$ cat config.mk
export PLATFORM = sky130hd
export DESIGN_NAME = rd_pipe_fabric
export DESIGN_NICKNAME = d
export VERILOG_FILES = /design/src/rtl/fab_pkg.sv /design/src/rtl/fab_rr_arb.sv /design/src/rtl/fab_id_fifo.sv /design/src/rtl/fab_rd_track.sv /design/src/rtl/rd_pipe_fabric.sv
export SDC_FILE = /design/constraint.sdc
export NUM_CORES = 1
export LEC_CHECK = 0
export BUFFER_PORTS_ARGS = -buffer_cell sky130_fd_sc_hd__buf_2
export CORE_AREA = 3 3 130 132
export DETAILED_ROUTE_END_ITERATION = 6
export DIE_AREA = 0 0 133 135
export GPL_TIMING_DRIVEN = 0
export SLEW_MARGIN = 30
export SYNTH_ARGS = -nofsm -noshare
export SYNTH_HDL_FRONTEND = slang
export SYNTH_SLANG_ARGS = --single-unit
$ cat constraint.sdc
create_clock -name clk -period 4 [get_ports clk]
set_input_delay 0.8 -clock clk [delete_from_list [all_inputs] [get_ports clk]]
set_output_delay 0.8 -clock clk [all_outputs]
set_load 0.01 [all_outputs]
$ cat src/rtl/fab_pkg.sv
package fab_pkg;

    // Request direction carried through the fabric datapath
    typedef enum logic {
        ACC_READ  = 1'b0,
        ACC_WRITE = 1'b1
    } acc_kind_e;

    // Upper bound on masters handled by the arbiter search
    localparam int MAX_PORTS = 32;

    // Index width that never collapses to zero
    function automatic int clog2_min1(input int v);
        return (v > 1) ? $clog2(v) : 1;
    endfunction

    // Round-robin search: first requester at or after ptr, -1 if none
    function automatic int rr_pick(input logic [MAX_PORTS-1:0] req,
                                   input int n, input int ptr);
        int idx;
        int found;
        found = -1;
        for (int i = 0; i < MAX_PORTS; i++) begin
            if (i < n) begin
                idx = ptr + i;
                if (idx >= n) idx = idx - n;
                if (found < 0 && req[idx]) found = idx;
            end
        end
        return found;
    endfunction

endpackage

$ cat src/rtl/fab_rr_arb.sv
module fab_rr_arb
    import fab_pkg::*;
#(
    parameter  int N_MST = 2,
    localparam int IW    = clog2_min1(N_MST)
) (
    input  logic             clk,
    input  logic             rst,
    input  logic [N_MST-1:0] req,
    input  logic             take,
    output logic             gnt_vld,
    output logic [IW-1:0]    gnt_idx
);

    logic [IW-1:0]        ptr;
    logic [MAX_PORTS-1:0] req_w;
    int                   pick;

    always_comb begin
        req_w              = '0;
        req_w[N_MST-1:0]   = req;
        pick               = rr_pick(req_w, N_MST, int'(ptr));
        gnt_vld            = (pick >= 0);
        gnt_idx            = gnt_vld ? IW'(pick) : '0;
    end

    always_ff @(posedge clk) begin
        if (rst) begin
            ptr <= '0;
        end else if (take) begin
            ptr <= (int'(gnt_idx) == N_MST - 1) ? '0 : gnt_idx + 1'b1;
        end
    end

    // the winner is always an active requester
    p_grant_requested_r3: assert property (@(posedge clk) disable iff (rst)
        gnt_vld |-> req[gnt_idx]);

    // a transfer only happens on a valid grant
    p_take_granted_r3: assert property (@(posedge clk) disable iff (rst)
        take |-> gnt_vld);

    // a winner that keeps requesting loses to any other requester next time
    p_no_repeat_r3: assert property (@(posedge clk) disable iff (rst)
        (take && ($countones(req) > 1)) |=>
            !(gnt_vld && gnt_idx == $past(gnt_idx) && $countones(req) > 1
              && $past(req) == req));

endmodule

$ cat src/rtl/fab_id_fifo.sv
module fab_id_fifo
    import fab_pkg::*;
#(
    parameter  int DEPTH = 4,
    parameter  int W     = 1,
    localparam int PW    = clog2_min1(DEPTH),
    localparam int CW    = $clog2(DEPTH + 1)
) (
    input  logic         clk,
    input  logic         rst,
    input  logic         push,
    input  logic [W-1:0] din,
    input  logic         pop,
    output logic [W-1:0] dout,
    output logic         empty,
    output logic         full
);

    logic [W-1:0]  mem [DEPTH];
    logic [PW-1:0] wp;
    logic [PW-1:0] rp;
    logic [CW-1:0] cnt;
    logic          do_push;
    logic          do_pop;

    assign empty   = (cnt == '0);
    assign full    = (cnt == CW'(DEPTH));
    assign do_push = push && !full;
    assign do_pop  = pop && !empty;
    assign dout    = mem[rp];

    always_ff @(posedge clk) begin
        if (do_push) mem[wp] <= din;
    end

    always_ff @(posedge clk) begin
        if (rst) begin
            wp  <= '0;
            rp  <= '0;
            cnt <= '0;
        end else begin
            if (do_push) wp <= (int'(wp) == DEPTH - 1) ? '0 : wp + 1'b1;
            if (do_pop)  rp <= (int'(rp) == DEPTH - 1) ? '0 : rp + 1'b1;
            cnt <= cnt + CW'(do_push) - CW'(do_pop);
        end
    end

    // the fabric never pushes into a full queue
    p_no_overflow_r5: assert property (@(posedge clk) disable iff (rst)
        push |-> !full);

    // a full queue stays full until something is popped
    p_full_holds_r5: assert property (@(posedge clk) disable iff (rst)
        (full && !pop) |=> full);

    // occupancy never exceeds the depth
    p_count_bound_r5: assert property (@(posedge clk) disable iff (rst)
        cnt <= CW'(DEPTH));

endmodule

$ cat src/rtl/fab_rd_track.sv
module fab_rd_track
    import fab_pkg::*;
#(
    parameter  int N_SLV = 2,
    parameter  int DEPTH = 4,
    localparam int SIW   = clog2_min1(N_SLV),
    localparam int CW    = $clog2(DEPTH + 1)
) (
    input  logic           clk,
    input  logic           rst,
    input  logic           rd_acc,
    input  logic [SIW-1:0] rd_slv,
    input  logic           ret,
    output logic           busy,
    output logic [SIW-1:0] cur_slv
);

    logic [CW-1:0] cnt;

    assign busy = (cnt != '0);

    always_ff @(posedge clk) begin
        if (rst) begin
            cnt     <= '0;
            cur_slv <= '0;
        end else begin
            cnt <= cnt + CW'(rd_acc) - CW'(ret);
            if (rd_acc) cur_slv <= rd_slv;
        end
    end

    // a return only arrives for a master with a read open
    p_ret_outstanding_r7: assert property (@(posedge clk) disable iff (rst)
        ret |-> busy);

    // new reads only join reads open at the same slave
    p_one_target_r7: assert property (@(posedge clk) disable iff (rst)
        (rd_acc && busy) |-> (rd_slv == cur_slv));

    // open reads of one master never exceed one slave's queue
    p_bound_r5: assert property (@(posedge clk) disable iff (rst)
        cnt <= CW'(DEPTH));

endmodule

$ cat src/rtl/rd_pipe_fabric.sv
module rd_pipe_fabric
    import fab_pkg::*;
#(
    parameter  int N_MST = 2,
    parameter  int N_SLV = 2,
    parameter  int AW    = 16,
    parameter  int DW    = 32,
    parameter  int DEPTH = 4,
    localparam int MIW   = clog2_min1(N_MST),
    localparam int SIW   = clog2_min1(N_SLV)
) (
    input  logic                clk,
    input  logic                rst,
    input  logic [N_MST-1:0]    m_req,
    input  logic [N_MST-1:0]    m_we,
    input  logic [N_MST*AW-1:0] m_addr,
    input  logic [N_MST*DW-1:0] m_wdata,
    output logic [N_MST-1:0]    m_accept,
    output logic [N_MST-1:0]    m_rvalid,
    output logic [N_MST*DW-1:0] m_rdata,
    output logic [N_SLV-1:0]    s_req,
    output logic [N_SLV-1:0]    s_we,
    output logic [N_SLV*AW-1:0] s_addr,
    output logic [N_SLV*DW-1:0] s_wdata,
    input  logic [N_SLV-1:0]    s_ready,
    input  logic [N_SLV-1:0]    s_rvalid,
    input  logic [N_SLV*DW-1:0] s_rdata
);

    typedef struct packed {
        acc_kind_e       kind;
        logic [AW-1:0]   addr;
        logic [DW-1:0]   wdata;
    } mreq_t;

    // master side
    mreq_t                       mreq [N_MST];
    logic [N_MST-1:0][SIW-1:0]   tgt;
    logic [N_MST-1:0]            elig;
    logic [N_MST-1:0]            busy;
    logic [N_MST-1:0][SIW-1:0]   cur;
    logic [N_MST-1:0][N_SLV-1:0] src;

    // slave side
    logic [N_SLV-1:0][N_MST-1:0] arb_req;
    logic [N_SLV-1:0]            gvld;
    logic [N_SLV-1:0][MIW-1:0]   gidx;
    mreq_t                       fwd [N_SLV];
    logic [N_SLV-1:0]            xfer;
    logic [N_SLV-1:0]            push;
    logic [N_SLV-1:0]            pop;
    logic [N_SLV-1:0]            full;
    logic [N_SLV-1:0]            empty;
    logic [N_SLV-1:0][MIW-1:0]   head;

    // Decode and eligibility per master
    always_comb begin
        for (int m = 0; m < N_MST; m++) begin
            mreq[m].kind  = m_we[m] ? ACC_WRITE : ACC_READ;
            mreq[m].addr  = m_addr[m*AW +: AW];
            mreq[m].wdata = m_wdata[m*DW +: DW];
            tgt[m]        = m_addr[m*AW + AW - SIW +: SIW];
            elig[m]       = m_req[m] &&
                            (m_we[m] ||
                             (!full[tgt[m]] && (!busy[m] || cur[m] == tgt[m])));
        end
    end

    // Request vectors seen by each slave's arbiter
    always_comb begin
        for (int k = 0; k < N_SLV; k++) begin
            for (int m = 0; m < N_MST; m++) begin
                arb_req[k][m] = elig[m] && (tgt[m] == SIW'(k));
            end
        end
    end

    // Forwarding to slaves and return-queue control
    always_comb begin
        for (int k = 0; k < N_SLV; k++) begin
            fwd[k]               = mreq[gidx[k]];
            s_req[k]             = gvld[k];
            s_we[k]              = gvld[k] && (fwd[k].kind == ACC_WRITE);
            s_addr[k*AW +: AW]   = fwd[k].addr;
            s_wdata[k*DW +: DW]  = fwd[k].wdata;
            xfer[k]              = gvld[k] && s_ready[k];
            push[k]              = xfer[k] && (fwd[k].kind == ACC_READ);
            pop[k]               = s_rvalid[k] && !empty[k];
        end
    end

    // Accept and read-return steering per master
    always_comb begin
        for (int m = 0; m < N_MST; m++) begin
            m_accept[m]          = elig[m] && xfer[tgt[m]] &&
                                   (gidx[tgt[m]] == MIW'(m));
            m_rdata[m*DW +: DW]  = '0;
            for (int k = 0; k < N_SLV; k++) begin
                src[m][k]           = pop[k] && (head[k] == MIW'(m));
                m_rdata[m*DW +: DW] = m_rdata[m*DW +: DW] |
                                      ({DW{src[m][k]}} & s_rdata[k*DW +: DW]);
            end
            m_rvalid[m]          = |src[m];
        end
    end

    for (genvar k = 0; k < N_SLV; k++) begin : g_slv
        fab_rr_arb #(.N_MST(N_MST)) u_arb (
            .clk     (clk),
            .rst     (rst),
            .req     (arb_req[k]),
            .take    (xfer[k]),
            .gnt_vld (gvld[k]),
            .gnt_idx (gidx[k])
        );

        fab_id_fifo #(.DEPTH(DEPTH), .W(MIW)) u_ret (
            .clk   (clk),
            .rst   (rst),
            .push  (push[k]),
            .din   (gidx[k]),
            .pop   (pop[k]),
            .dout  (head[k]),
            .empty (empty[k]),
            .full  (full[k])
        );

        // a slave only returns data for a read it holds open
        p_return_owned_r4: assert property (@(posedge clk) disable iff (rst)
            s_rvalid[k] |-> !empty[k]);
    end

    for (genvar m = 0; m < N_MST; m++) begin : g_mst
        fab_rd_track #(.N_SLV(N_SLV), .DEPTH(DEPTH)) u_trk (
            .clk     (clk),
            .rst     (rst),
            .rd_acc  (m_accept[m] && !m_we[m]),
            .rd_slv  (tgt[m]),
            .ret     (m_rvalid[m]),
            .busy    (busy[m]),
            .cur_slv (cur[m])
        );

        // accept needs the target slave ready
        p_accept_ready_r8: assert property (@(posedge clk) disable iff (rst)
            m_accept[m] |-> s_ready[tgt[m]]);

        // an accepted request is what the target slave sees
        p_fwd_match_r1: assert property (@(posedge clk) disable iff (rst)
            m_accept[m] |-> (s_req[tgt[m]] &&
                             s_addr[tgt[m]*AW +: AW] == m_addr[m*AW +: AW] &&
                             s_we[tgt[m]] == m_we[m]));

        // returns for one master never come from two slaves at once
        p_one_source_r7: assert property (@(posedge clk) disable iff (rst)
            $onehot0(src[m]));
    end

endmodule

==> results.toml <==
[status]
status = "finished clean"

[synth]
ys_seq_elements = 36
synth_nets = 598
avgSynthCellArea_um2 = 9.47
syn_inst = 406
synth_seq_area_share = 0.208
synth_top_area_cell = "mux2_2"
yosysUniqueCellTypes = 50
synth_area_um2 = 3850
synthTopCellsByArea = "mux2_2, a22o_1, dfxtp_1, edfxtp_1, ha_1"
synth-edff-count = 8
postSynth.topFlopCell = "dfxtp_1"
yosysWarnings = 0
async_flop_share = 0
yosys.area.top_type_share = 0.261

[clock_tree]
root_buffer = "clkbuf_16"
clk_pin_slew_ps = 60
cts_tree = "built"
htree_levels = 2
clock_latency_ps = 280
clkSinkCount = 36
cts_buffers = 5
clockBufferDepth = 2

[sta]
drv_slew = 0
min_period_ps = 3800
holdWs_ps = 479
tightest_slew_ps = 886
timing.final.crit_share = 0.950
slew_headroom = 0.404
setup_violations = 0
fin_ws_ps = 201
clock.fmax_mhz = 263
hold_viol = 0
rsz0062_at_grt = "false"
clock_skew_ps = 7.06

[power]
combPwrFrac = 0.630
p_leak_nw = 3.08
seqPwrFrac = 0.208
powerDensity_nw_per_um2 = 407
switchingPower_w = 0.00102
intPower_w = 0.00141
power_frac_clock = 0.161
power_w = 0.00243
switching_share = 0.418
vdd.ir_drop.worst_v = 0.000217

[floorplan]
start_util = 0.243
die_y_um = 135
ios = 338
fp.coreArea_um2 = 15800
num_rows = 46
dieArea_um2 = 18000
dieWidth_um = 133

[worst_setup_path]
crit_arrival_ps = 3000
slowest_stage = "mux2_2"
critical_path.most_common_cell = "buf_2"
slowest_delay_ps = 380
setup.worst_path.start_class = "input port"
cp_cell_sequence = "buf_2 > xnor2_1 > or2_2 > a21oi_1 > o31ai_1 > buf_2 > buf_2 > mux2_2 > buf_2"
path_class = "input port to primary output"
cp.buffers_inverters = 4
rrSetupSlack_ps = 530
path_max_fanout = 10
crit_family = "buffers and inverters"
worst_setup_path_end_kind = "primary output"
crit_required_ps = 3200

[placement]
pre_cts_slack_ps = -107
gp_congestion = 0.891
place_area_um2 = 5800
hpwl_mm = 16.1
dp.cells = 958
numPortBuffers = 336

[routing]
dr.first_iter.drc_count = 235
viasPerCell = 4.86
wl_per_cell_um = 18.8
ant_nets = 0
drt-total-wl_mm = 18.3
dr.pass1.iters = 4
vias = 4717
drc = 0

[grt]
antenna_found_initial = 7
grt.overflow.total = 0
grt_pass1_vias = 4653
grt_max_degree = 12
track_usage = 0.189
grt_first_pass_wirelength_mm = 26.2

[finish]
syn_to_final_growth_pct = 55.1
layout_commonest_cell = "buf_2"
multi_input_area_um2 = 2800
num-nets-final = 941
finalNonFillerCells = 971
layout-drive-gt1-share = 0.604
fill_cells = 1645
postLayoutCellArea_um2 = 5970
regArea_um2 = 801
layout_common_cells = "buf_2, mux2_2, a22o_1, dfxtp_1, inv_1"

[job]
maxCapViolCount = 0

[hold_path]
min_path_type = "register to register"
cells by family after synthesis:
group	after synthesis	share of synthesized area
compound gates	98	0.207
xor+xnor	9	0.0205
fa+ha+maj	22	0.0794
buf+inv	57	0.0660
flops	36	0.208
mux	103	0.306
simple gates	81	0.113
path summary, 6_finish.rpt:
path	start	end	cells after the start
setup reg to reg	g_slv[0].u_ret.cnt[2]$_SDFF_PP0_	g_mst[0].u_trk.cnt[2]$_SDFF_PP0_	13
hold / removal	g_mst[0].u_trk.cur_slv$_SDFFE_PP0P_	g_mst[0].u_trk.cur_slv$_SDFFE_PP0P_	2
setup / recovery	m_addr[15]	s_addr[17]	9
hold reg to reg	g_mst[0].u_trk.cur_slv$_SDFFE_PP0P_	g_mst[0].u_trk.cur_slv$_SDFFE_PP0P_	2
synthesized netlist by cell type (all sizes together) (2+ instances only):
cell type  number
mux4            2
nand4           2
nand2b          3
nand3           2
edfxtp          8
xor2            3
a21boi          2
and2            9
o211ai          2
fa              4
clkbuf         18
nor2           19
a21oi           7
nor2b           9
nor3b           3
nor3            8
or4b            2
mux2           97
nand2          15
buf            15
or3b            2
mux2i           4
o31ai           4
o21ai           6
ha             18
inv            24
or2             2
xnor2           6
dfxtp          28
o22ai           3
a22o           64
a21o            2
final cells by class:
type / instances / area share
timing repair buffer: 336 / 0.282
tap: 216 / 0.0453
multi-input combinational: 313 / 0.469
clock inverter: 1 / 0.00105
sequential: 36 / 0.134
inverter: 24 / 0.0151
antenna: 5 / 0.00210
clock buffer: 7 / 0.0239
buffer: 33 / 0.0275
per-layer routing:
layer / share of wire / up-vias / wire length (um) / GRT usage
met5: 0.0011 / - / 21 / 0
met4: 0.042 / 4 / 770 / 0.0831
met3: 0.092 / 37 / 1690 / 0.0551
met2: 0.50 / 271 / 9070 / 0.343
met1: 0.37 / 2191 / 6750 / 0.204
li1: - / 2214 / - / -
what timing repair did:
item | in CTS | in global routing
setup buffers | 0 | 0
setup endpoints to repair | 0 | 1
resized for setup | 0 | 1
endpoints found under the hold margin | 0 | 0
hold buffers | 0 | 0
tightest hold or removal path: cells and delay by family, from the launching register on:
kind / cells / cell delay (ps)
DFF: 1 / 320
and+or+nand+nor: 1 / 60
muxes: 1 / 50
power by group through the flow:
stage | sequential [W] | clock, W | combinational [W]
after floorplan | 0.000502 | 0 | 0.000957
final | 0.000506 | 0.000391 | 0.00153
after detailed placement | 0.000513 | 0 | 0.00153
after CTS | 0.000508 | 0.000401 | 0.00154
after global routing | 0.000520 | 0.000417 | 0.00167
after global placement | 0.000515 | 0 | 0.00153
through the flow:
| step | setup TNS (ps) | util |
|---|---|---|
| after floorplan | 0 | - |
| after global placement | -111 | 0.366 |
| after detailed placement | -107 | 0.366 |
| after CTS | 0 | 0.376 |
| after global routing | 0 | 0.377 |
| final | 0 | 0.377 |
Note: power is estimated with default switching activity, not from simulation.
